$ cat src/rtl/sdir_pkg.sv
package sdir_pkg;

  typedef enum logic [1:0] {
    ST_INV = 2'd0,
    ST_SHR = 2'd1,
    ST_MOD = 2'd2
  } dstate_e;

  typedef enum logic [1:0] {
    OP_RD  = 2'd0,
    OP_WR  = 2'd1,
    OP_WB  = 2'd2,
    OP_RSV = 2'd3
  } dop_e;

  typedef enum logic [2:0] {
    ACT_NONE   = 3'd0,
    ACT_SUPPLY = 3'd1,
    ACT_INTV   = 3'd2,
    ACT_INVAL  = 3'd3,
    ACT_WBACK  = 3'd4,
    ACT_ERR    = 3'd5
  } daction_e;

endpackage

$ cat src/rtl/sdir_field_codec.sv
// Overlays owner id and (dirty count - 1) on the low bits of the sharer field.
module sdir_field_codec #(
  parameter int P = 8,
  parameter int K = 4,
  localparam int LOGP = $clog2(P),
  localparam int LOGK = $clog2(K)
) (
  input  logic [P-1:0]    in_field,
  output logic [LOGP-1:0] out_owner,
  output logic [LOGK-1:0] out_cnt_m1,
  input  logic [LOGP-1:0] in_owner,
  input  logic [LOGK-1:0] in_cnt_m1,
  output logic [P-1:0]    out_field
);

  generate
    if (P < LOGP + LOGK) begin : g_fit_bad
      $error("owner and count do not fit in the sharer field");
    end
  endgenerate

  assign out_owner  = in_field[LOGP-1:0];
  assign out_cnt_m1 = in_field[LOGP +: LOGK];

  always_comb begin
    out_field                = '0;
    out_field[LOGP-1:0]      = in_owner;
    out_field[LOGP +: LOGK]  = in_cnt_m1;
  end

endmodule

$ cat src/rtl/sdir_next.sv
// Combinational transition of one directory entry for one request.
module sdir_next
  import sdir_pkg::*;
#(
  parameter int P = 8,
  parameter int K = 4,
  localparam int LOGP = $clog2(P),
  localparam int LOGK = $clog2(K)
) (
  input  logic [1:0]      op,
  input  logic [LOGP-1:0] core,
  input  logic [LOGK-1:0] sector,
  input  logic [1:0]      cur_state,
  input  logic [P-1:0]    cur_field,
  input  logic [K-1:0]    cur_dirty,
  output logic            upd,
  output logic [1:0]      nxt_state,
  output logic [P-1:0]    nxt_field,
  output logic [K-1:0]    nxt_dirty,
  output logic [2:0]      action,
  output logic [P-1:0]    targets
);

  logic [LOGP-1:0] cur_owner;
  logic [LOGK-1:0] cur_cnt;
  logic [LOGK-1:0] enc_cnt;
  logic [P-1:0]    enc_field;
  logic [P-1:0]    req_bit;
  logic [P-1:0]    own_bit;
  logic [K-1:0]    sec_bit;
  logic            own_match;
  logic            is_mod;
  logic [P-1:0]    other_sharers;

  sdir_field_codec #(.P(P), .K(K)) u_codec (
    .in_field   (cur_field),
    .out_owner  (cur_owner),
    .out_cnt_m1 (cur_cnt),
    .in_owner   (core),
    .in_cnt_m1  (enc_cnt),
    .out_field  (enc_field)
  );

  assign is_mod        = (cur_state == ST_MOD);
  assign own_match     = (cur_owner == core);
  assign other_sharers = cur_field & ~req_bit;

  always_comb begin
    req_bit          = '0;
    req_bit[core]    = 1'b1;
    own_bit          = '0;
    own_bit[cur_owner] = 1'b1;
    sec_bit          = '0;
    sec_bit[sector]  = 1'b1;
  end

  // count to encode: +1 on owner write to clean sector, -1 on writeback, else 1
  always_comb begin
    if (op == OP_WR && is_mod && own_match) begin
      enc_cnt = cur_cnt + 1'b1;
    end else if (op == OP_WB) begin
      enc_cnt = cur_cnt - 1'b1;
    end else begin
      enc_cnt = '0;
    end
  end

  always_comb begin
    upd       = 1'b0;
    nxt_state = cur_state;
    nxt_field = cur_field;
    nxt_dirty = cur_dirty;
    action    = ACT_ERR;
    targets   = '0;
    case (op)
      OP_RD: begin
        case (cur_state)
          ST_INV: begin
            upd = 1'b1; nxt_state = ST_SHR; nxt_field = req_bit;
            nxt_dirty = '0; action = ACT_SUPPLY;
          end
          ST_SHR: begin
            upd = 1'b1; nxt_field = cur_field | req_bit; action = ACT_SUPPLY;
          end
          ST_MOD: begin
            if (own_match) begin
              action = ACT_SUPPLY;
            end else begin
              upd = 1'b1; nxt_state = ST_SHR; nxt_field = own_bit | req_bit;
              nxt_dirty = '0; action = ACT_INTV; targets = own_bit;
            end
          end
          default: action = ACT_ERR;
        endcase
      end
      OP_WR: begin
        case (cur_state)
          ST_INV: begin
            upd = 1'b1; nxt_state = ST_MOD; nxt_field = enc_field;
            nxt_dirty = sec_bit; action = ACT_SUPPLY;
          end
          ST_SHR: begin
            upd = 1'b1; nxt_state = ST_MOD; nxt_field = enc_field;
            nxt_dirty = sec_bit; targets = other_sharers;
            action = (other_sharers != '0) ? ACT_INVAL : ACT_SUPPLY;
          end
          ST_MOD: begin
            if (own_match) begin
              action = ACT_SUPPLY;
              if (!cur_dirty[sector]) begin
                upd = 1'b1; nxt_field = enc_field; nxt_dirty = cur_dirty | sec_bit;
              end
            end else begin
              upd = 1'b1; nxt_field = enc_field; nxt_dirty = sec_bit;
              action = ACT_INTV; targets = own_bit;
            end
          end
          default: action = ACT_ERR;
        endcase
      end
      OP_WB: begin
        if (is_mod && own_match && cur_dirty[sector]) begin
          upd = 1'b1; action = ACT_WBACK; nxt_dirty = cur_dirty & ~sec_bit;
          if (cur_cnt == '0) begin
            nxt_state = ST_SHR; nxt_field = req_bit;
          end else begin
            nxt_field = enc_field;
          end
        end
      end
      default: action = ACT_ERR;
    endcase
  end

endmodule

$ cat src/rtl/sdir_store.sv
// Register array of directory entries, one per L2 block.
module sdir_store
  import sdir_pkg::*;
#(
  parameter int P  = 8,
  parameter int K  = 4,
  parameter int NB = 8,
  localparam int LOGB = $clog2(NB)
) (
  input  logic            clk,
  input  logic            rst_n,
  input  logic [LOGB-1:0] rd_idx,
  output logic [1:0]      rd_state,
  output logic [P-1:0]    rd_field,
  output logic [K-1:0]    rd_dirty,
  input  logic            wr_en,
  input  logic [LOGB-1:0] wr_idx,
  input  logic [1:0]      wr_state,
  input  logic [P-1:0]    wr_field,
  input  logic [K-1:0]    wr_dirty
);

  logic [1:0]   st_q  [NB];
  logic [P-1:0] fld_q [NB];
  logic [K-1:0] dty_q [NB];

  generate
    for (genvar g = 0; g < NB; g++) begin : g_ent
      logic ent_en;
      assign ent_en = wr_en && (wr_idx == LOGB'(g));
      always_ff @(posedge clk or negedge rst_n) begin
        if (!rst_n) begin
          st_q[g]  <= ST_INV;
          fld_q[g] <= '0;
          dty_q[g] <= '0;
        end else if (ent_en) begin
          st_q[g]  <= wr_state;
          fld_q[g] <= wr_field;
          dty_q[g] <= wr_dirty;
        end
      end
    end
  endgenerate

  assign rd_state = st_q[rd_idx];
  assign rd_field = fld_q[rd_idx];
  assign rd_dirty = dty_q[rd_idx];

endmodule

$ cat src/rtl/sector_dir_ctrl.sv
module sector_dir_ctrl
  import sdir_pkg::*;
#(
  parameter int P  = 8,
  parameter int K  = 4,
  parameter int NB = 8,
  localparam int LOGP = $clog2(P),
  localparam int LOGK = $clog2(K),
  localparam int LOGB = $clog2(NB)
) (
  input  logic            clk,
  input  logic            rst_n,
  input  logic            req_valid,
  output logic            req_ready,
  input  logic [1:0]      req_op,
  input  logic [LOGP-1:0] req_core,
  input  logic [LOGB-1:0] req_blk,
  input  logic [LOGK-1:0] req_sector,
  output logic            rsp_valid,
  output logic [2:0]      rsp_action,
  output logic [P-1:0]    rsp_targets,
  output logic [1:0]      rsp_state,
  output logic [P-1:0]    rsp_field,
  output logic [K-1:0]    rsp_dirty
);

  generate
    if (P < LOGP + LOGK) begin : g_pack_bad
      $error("P too small to hold owner and dirty count");
    end
    if (K < 2 || (1 << LOGK) != K || P < 2 || (1 << LOGP) != P) begin : g_pow_bad
      $error("P and K must be powers of two, at least 2");
    end
  endgenerate

  logic         accept;
  logic [1:0]   cur_state;
  logic [P-1:0] cur_field;
  logic [K-1:0] cur_dirty;
  logic         upd;
  logic [1:0]   nxt_state;
  logic [P-1:0] nxt_field;
  logic [K-1:0] nxt_dirty;
  logic [2:0]   nxt_action;
  logic [P-1:0] nxt_targets;

  logic         ready_q;
  logic         vld_q;
  logic [2:0]   act_q;
  logic [P-1:0] tgt_q;
  logic [1:0]   st_q;
  logic [P-1:0] fld_q;
  logic [K-1:0] dty_q;

  assign accept = req_valid && ready_q;

  sdir_store #(.P(P), .K(K), .NB(NB)) u_store (
    .clk      (clk),
    .rst_n    (rst_n),
    .rd_idx   (req_blk),
    .rd_state (cur_state),
    .rd_field (cur_field),
    .rd_dirty (cur_dirty),
    .wr_en    (accept && upd),
    .wr_idx   (req_blk),
    .wr_state (nxt_state),
    .wr_field (nxt_field),
    .wr_dirty (nxt_dirty)
  );

  sdir_next #(.P(P), .K(K)) u_next (
    .op        (req_op),
    .core      (req_core),
    .sector    (req_sector),
    .cur_state (cur_state),
    .cur_field (cur_field),
    .cur_dirty (cur_dirty),
    .upd       (upd),
    .nxt_state (nxt_state),
    .nxt_field (nxt_field),
    .nxt_dirty (nxt_dirty),
    .action    (nxt_action),
    .targets   (nxt_targets)
  );

  always_ff @(posedge clk or negedge rst_n) begin
    if (!rst_n) begin
      ready_q <= 1'b0;
      vld_q   <= 1'b0;
    end else begin
      ready_q <= 1'b1;
      vld_q   <= accept;
    end
  end

  always_ff @(posedge clk or negedge rst_n) begin
    if (!rst_n) begin
      act_q <= ACT_NONE;
      tgt_q <= '0;
      st_q  <= ST_INV;
      fld_q <= '0;
      dty_q <= '0;
    end else if (accept) begin
      act_q <= nxt_action;
      tgt_q <= nxt_targets;
      st_q  <= nxt_state;
      fld_q <= nxt_field;
      dty_q <= nxt_dirty;
    end
  end

  assign req_ready   = ready_q;
  assign rsp_valid   = vld_q;
  assign rsp_action  = act_q;
  assign rsp_targets = tgt_q;
  assign rsp_state   = st_q;
  assign rsp_field   = fld_q;
  assign rsp_dirty   = dty_q;

endmodule

$ cat config.mk
export PLATFORM = sky130hd
export DESIGN_NAME = sector_dir_ctrl
export DESIGN_NICKNAME = d
export VERILOG_FILES = /design/src/rtl/sdir_pkg.sv /design/src/rtl/sdir_field_codec.sv /design/src/rtl/sdir_next.sv /design/src/rtl/sdir_store.sv /design/src/rtl/sector_dir_ctrl.sv
export SDC_FILE = /design/constraint.sdc
export NUM_CORES = 1
export LEC_CHECK = 0
export ABC_AREA = 1
export BUFFER_PORTS_ARGS = -buffer_cell sky130_fd_sc_hd__buf_2
export CORE_ASPECT_RATIO = 0.7
export CORE_MARGIN = 5
export CORE_UTILIZATION = 55
export DETAILED_ROUTE_END_ITERATION = 8
export PLACE_DENSITY_LB_ADDON = 0.08
export SETUP_SLACK_MARGIN = 0.05
export SYNTH_ARGS = -nofsm -noshare
export SYNTH_HDL_FRONTEND = slang
export SYNTH_SLANG_ARGS = --single-unit
export TNS_END_PERCENT = 30
$ cat constraint.sdc
create_clock -name clk -period 3.9 [get_ports clk]
set_clock_uncertainty 0.1 [all_clocks]
set_input_delay 0.585 -clock clk [delete_from_list [all_inputs] [get_ports clk]]
set_output_delay 0.585 -clock clk [all_outputs]
set_load 0.05 [all_outputs]
==> results.md <==
- In this run the worst path has a maximum fanout of 11.
- The number of global-route vias before repair came to 7,181.
- For this run, the number of Yosys warnings is 0.
- The netlist area before placement is 8040 um2.
- The buffer and inverter count on the worst path is 8.
- The post-layout utilization of the core is 64.3%.
- Fill cells in the final layout number 1,264.
- The family with the most delay on the worst path is buffers and inverters.
- The die area is 17,200 um2.
- The cell depth of the worst flop-to-flop path is 17.
- For this run, the slowest stage of the critical path takes 0.29 ns.
- The area of all placed cells without fillers is 9310 um2.
- The count of flip-flops with a built-in enable after synthesis is 0.
- Global routing finished with a remaining overflow of 0.
- The final wirelength is 25,800 um.
- For this run, the post-layout net count is 1,189.
- In this run the deepest clock path goes through 2 buffers.
- After the first detailed-routing iteration, the DRC count stood at 936.
- The count of instances resized after the clock tree is built is 0.
- The synthesized netlist net count is 1,114.
- The flow ran to the end, and the final reports show no timing, DRC or antenna violations.
- The final-report max-slew violation count is 0.
- The global-route usage over all layers is 30.8%.
- Setup violations remaining at the end of the flow were counted as 0.
- The number of sinks handled by clock tree synthesis is 139.
- The TritonCTS clock tree is yes.
- Setup repair after global routing left no endpoint under its margin.
- Setup slack on the worst reg-to-reg path comes out at 0.74 ns.
- Traced cell by cell, the critical path runs through buf_2, buf_4, nand2_2, inv_1, a22oi_1, o221ai_1, a21boi_0, inv_1, ha_1, buf_4, inv_1, nor2_1, inv_1, nand2_1, inv_1, nand2_1, o21ai_0, nand3_2, nand2_1, nand2_1.
- The maximum clock rate is 301 MHz.
- In the final layout, the multi-input gates occupy 3950 um2.
- The final hold violation count came to 0.
- The clock slew at the register clock pins of the worst setup and hold paths is 0.07 ns.
- On the critical path, the stage with the largest delay is an instance of a21boi_0.
- The average instance in the mapped netlist occupies 7.34 um2.
- The CTS buffer count is 17.
- The final standard cell count with taps included and fillers excluded is 1,377.
- For this design, the CTS-stage hold fixing added 0 buffers.
- The total cell area at the placement stage is 8680 um2.
- After clock tree synthesis, the setup repair step added 0 buffers.
- Power spread over the standard cell area amounts to 495 nW/um2.
- The slack of the critical path is 0.580 ns.
- Entering global routing, the biggest net connects 93 pins.
- The leakage power is 5.13 nW.
- The HPWL reported at the end of detailed placement is 18,700 um.
- The number of cells after detailed placement is 1,346.
- The number of antenna violations at the first check in global routing is 0.
- The global placer's final weighted congestion is 1.06.
- Of all cell types, the one taking the most synthesized area is dfrtp_1.
- The clock tree root buffer cell is clkbuf_16.
- The tool flagged a number of max-cap violations equal to 0.
- The worst register-to-register path ends at u_store.fld_q[14].
- Once the floorplan was initialized, standard cells occupied 55.5% of the core.
- The predominant post-synthesis flop cell is dfrtp_1.
- The layout cell share with drive strength beyond 1 is 15.3%.
- The area used by sequential logic in the layout is 3480 um2.
- Adding up every negative setup slack in the final design gives 0 ns.
- The worst endpoint required time is 4.11 ns.
- By area the synthesized netlist is led by dfrtp_1 (43%), nand2_1 (23%), o21ai_0 (4.2%).
- The gate count after technology mapping is 1,095.
- STA classifies the critical path endpoint as a register.
- The worst path needs 3.32 ns of the cycle, external delays included.
- The tightest hold path in the finished design has a slack of 0.141 ns.
- The core region is 14,500 um2.
- The number of remaining DRC errors is 0.
- For this design the top-level I/O count stands at 40.
- Timing analysis after detailed placement gives a worst setup slack of 0.240 ns.
- Across all layers, the routed design uses 7,724 vias.
- The nature of the critical path startpoint is an input port.
- The floorplan step set the die width to 154 um.
- The proportion of synthesized chip area in sequential cells is 43.3%.
- The first detailed-routing pass ran for 5 iterations.
- The count of unique library cells instantiated by Yosys is 45.
- The signed area change from the synthesized netlist to the final layout is 15.9%.
- The share of the synthesized area in the top cell type is 43.3%.
- The synthesis-stage register bit count is 139.
- Data arrives at the worst endpoint at 3.53 ns.
- CTS built an H-tree with a depth of 4.
- The number of rows created at floorplan is 37.
- Port buffering added 39 buffers.
- In this run the critical register-to-register path is launched from u_store.st_q[7].
- Of all flip-flops after synthesis, the portion carrying an async set or reset was 100%.
- The transition time at the pin with the least slew margin is 0.876 ns.
- The count of nets left with antenna violations after detail routing is 0.
- After detailed routing, the average wire length per cell comes to 18.7 um.
- The die is 111 um tall.
- The critical path class is input port to register.
- Summing internal, switching and leakage power gives 4.61 mW.
- Using the TritonRoute via totals, the vias-per-cell ratio works out to 5.61.
- The worst slew slack as a fraction of its limit is 41.6%.
- At the later pin of the worst-skew pair, clock insertion delay measures 0.43 ns.
- The antenna diode count is 0.
- The maximum ir drop on the vdd rail is 0.312 mV.
- The cell type with the highest occurrence count on the critical path is inv_1.
- The final worst-path cycle share is 85.1%.
- The global-route wire length before repair is 41,300 um.
- The kind of path behind the tightest hold check is input port to async pin.
[logic make-up after synthesis]
logic type	share of synthesized area [%]
simple gates	37.3
compound gates	10.8
flops	43.3
buf+inv	7.60
fa+ha+maj	0.934
other cells	0.0467
[registers in the layout (all words and copies together), names as in the netlist]
signal         cells
req_ready          1
rsp_valid          1
u_store.fld_q     64
rsp_action         3
rsp_targets        8
rsp_dirty          4
rsp_field          8
rsp_state          2
u_store.st_q      16
u_store.dty_q     32
[worst register-to-register path, stage by stage, from the launching register on]
cell and delay [ns]:
dfrtp_1 0.38, a22oi_1 0.24, o221ai_1 0.15, nand2_1 0.08
a21boi_0 0.29, inv_1 0.13, ha_1 0.22, buf_4 0.18
inv_1 0.18, nor2_1 0.12, inv_1 0.12, nand2_1 0.06
inv_1 0.11, nand2_1 0.06, o21ai_0 0.20, nand3_2 0.25
nand2_1 0.13, nand2_1 0.06
[worst max path at each step]
stage | startpoint | to | slack (ns) | cells after the start
finish | req_blk[1] | u_store.fld_q[14] | 0.58 | 20
global route | req_blk[1] | u_store.fld_q[44] | 0.27 | 22
CTS | req_blk[1] | u_store.fld_q[14] | 0.66 | 20
detailed placement | req_blk[1] | u_store.dty_q[20] | 0.24 | 18
global placement | req_blk[1] | u_store.dty_q[22] | 0.26 | 19
floorplan | req_blk[0] | u_store.fld_q[43] | 0.24 | 21
[layout by cell type (no fill, tap or decap), types with 8 or more instances in the layout]
master     synthesis  layout
nand4_1            8       8
dfrtp_1          139     139
nor2_8             9       9
inv_1             78      78
buf_4              6      49
a21oi_1           28      28
nand2_2           12      12
buf_2              3      38
nand2_1          501     501
inv_2              9       9
a22oi_1           22      22
o21ai_0           68      68
nand3_1           55      55
clkbuf_16          0      17
nor2_1            56      56
[cell usage after synthesis, drive strengths merged, types with 5 or more instances]
cell type  number
nand2         521
dfrtp         139
inv            88
nor2           72
o21ai          70
nand3          64
a21oi          28
buf            24
a22oi          22
clkbuf         13
nand4           8
nor3            7
ha              6
o211ai          5
[where the power goes]
group / switching, mW / internal (mW) / leakage [nW]
clock network: 0.688 / 1.08 / 0.308
registers: 0.0966 / 1.65 / 1.81
logic: 0.769 / 0.320 / 3.01
[layout make-up]
cell class / count / share of cell area, %
multi-input combinational: 829 / 42.4
sequential: 139 / 37.3
clock inverter: 14 / 2.26
clock buffer: 17 / 4.57
tap: 195 / 2.62
timing repair buffer: 93 / 7.19
inverter: 90 / 3.65
[per-layer routing]
layer / up-vias / routed length, um / GRT usage, %
li1: 3644 / - / -
met1: 3627 / 11900 / 47.8
met2: 413 / 10300 / 41.1
met3: 40 / 3090 / 9.40
met4: 0 / 512 / 8.82
met5: - / 0 / 0
Power figures use the tool's default switching activity.
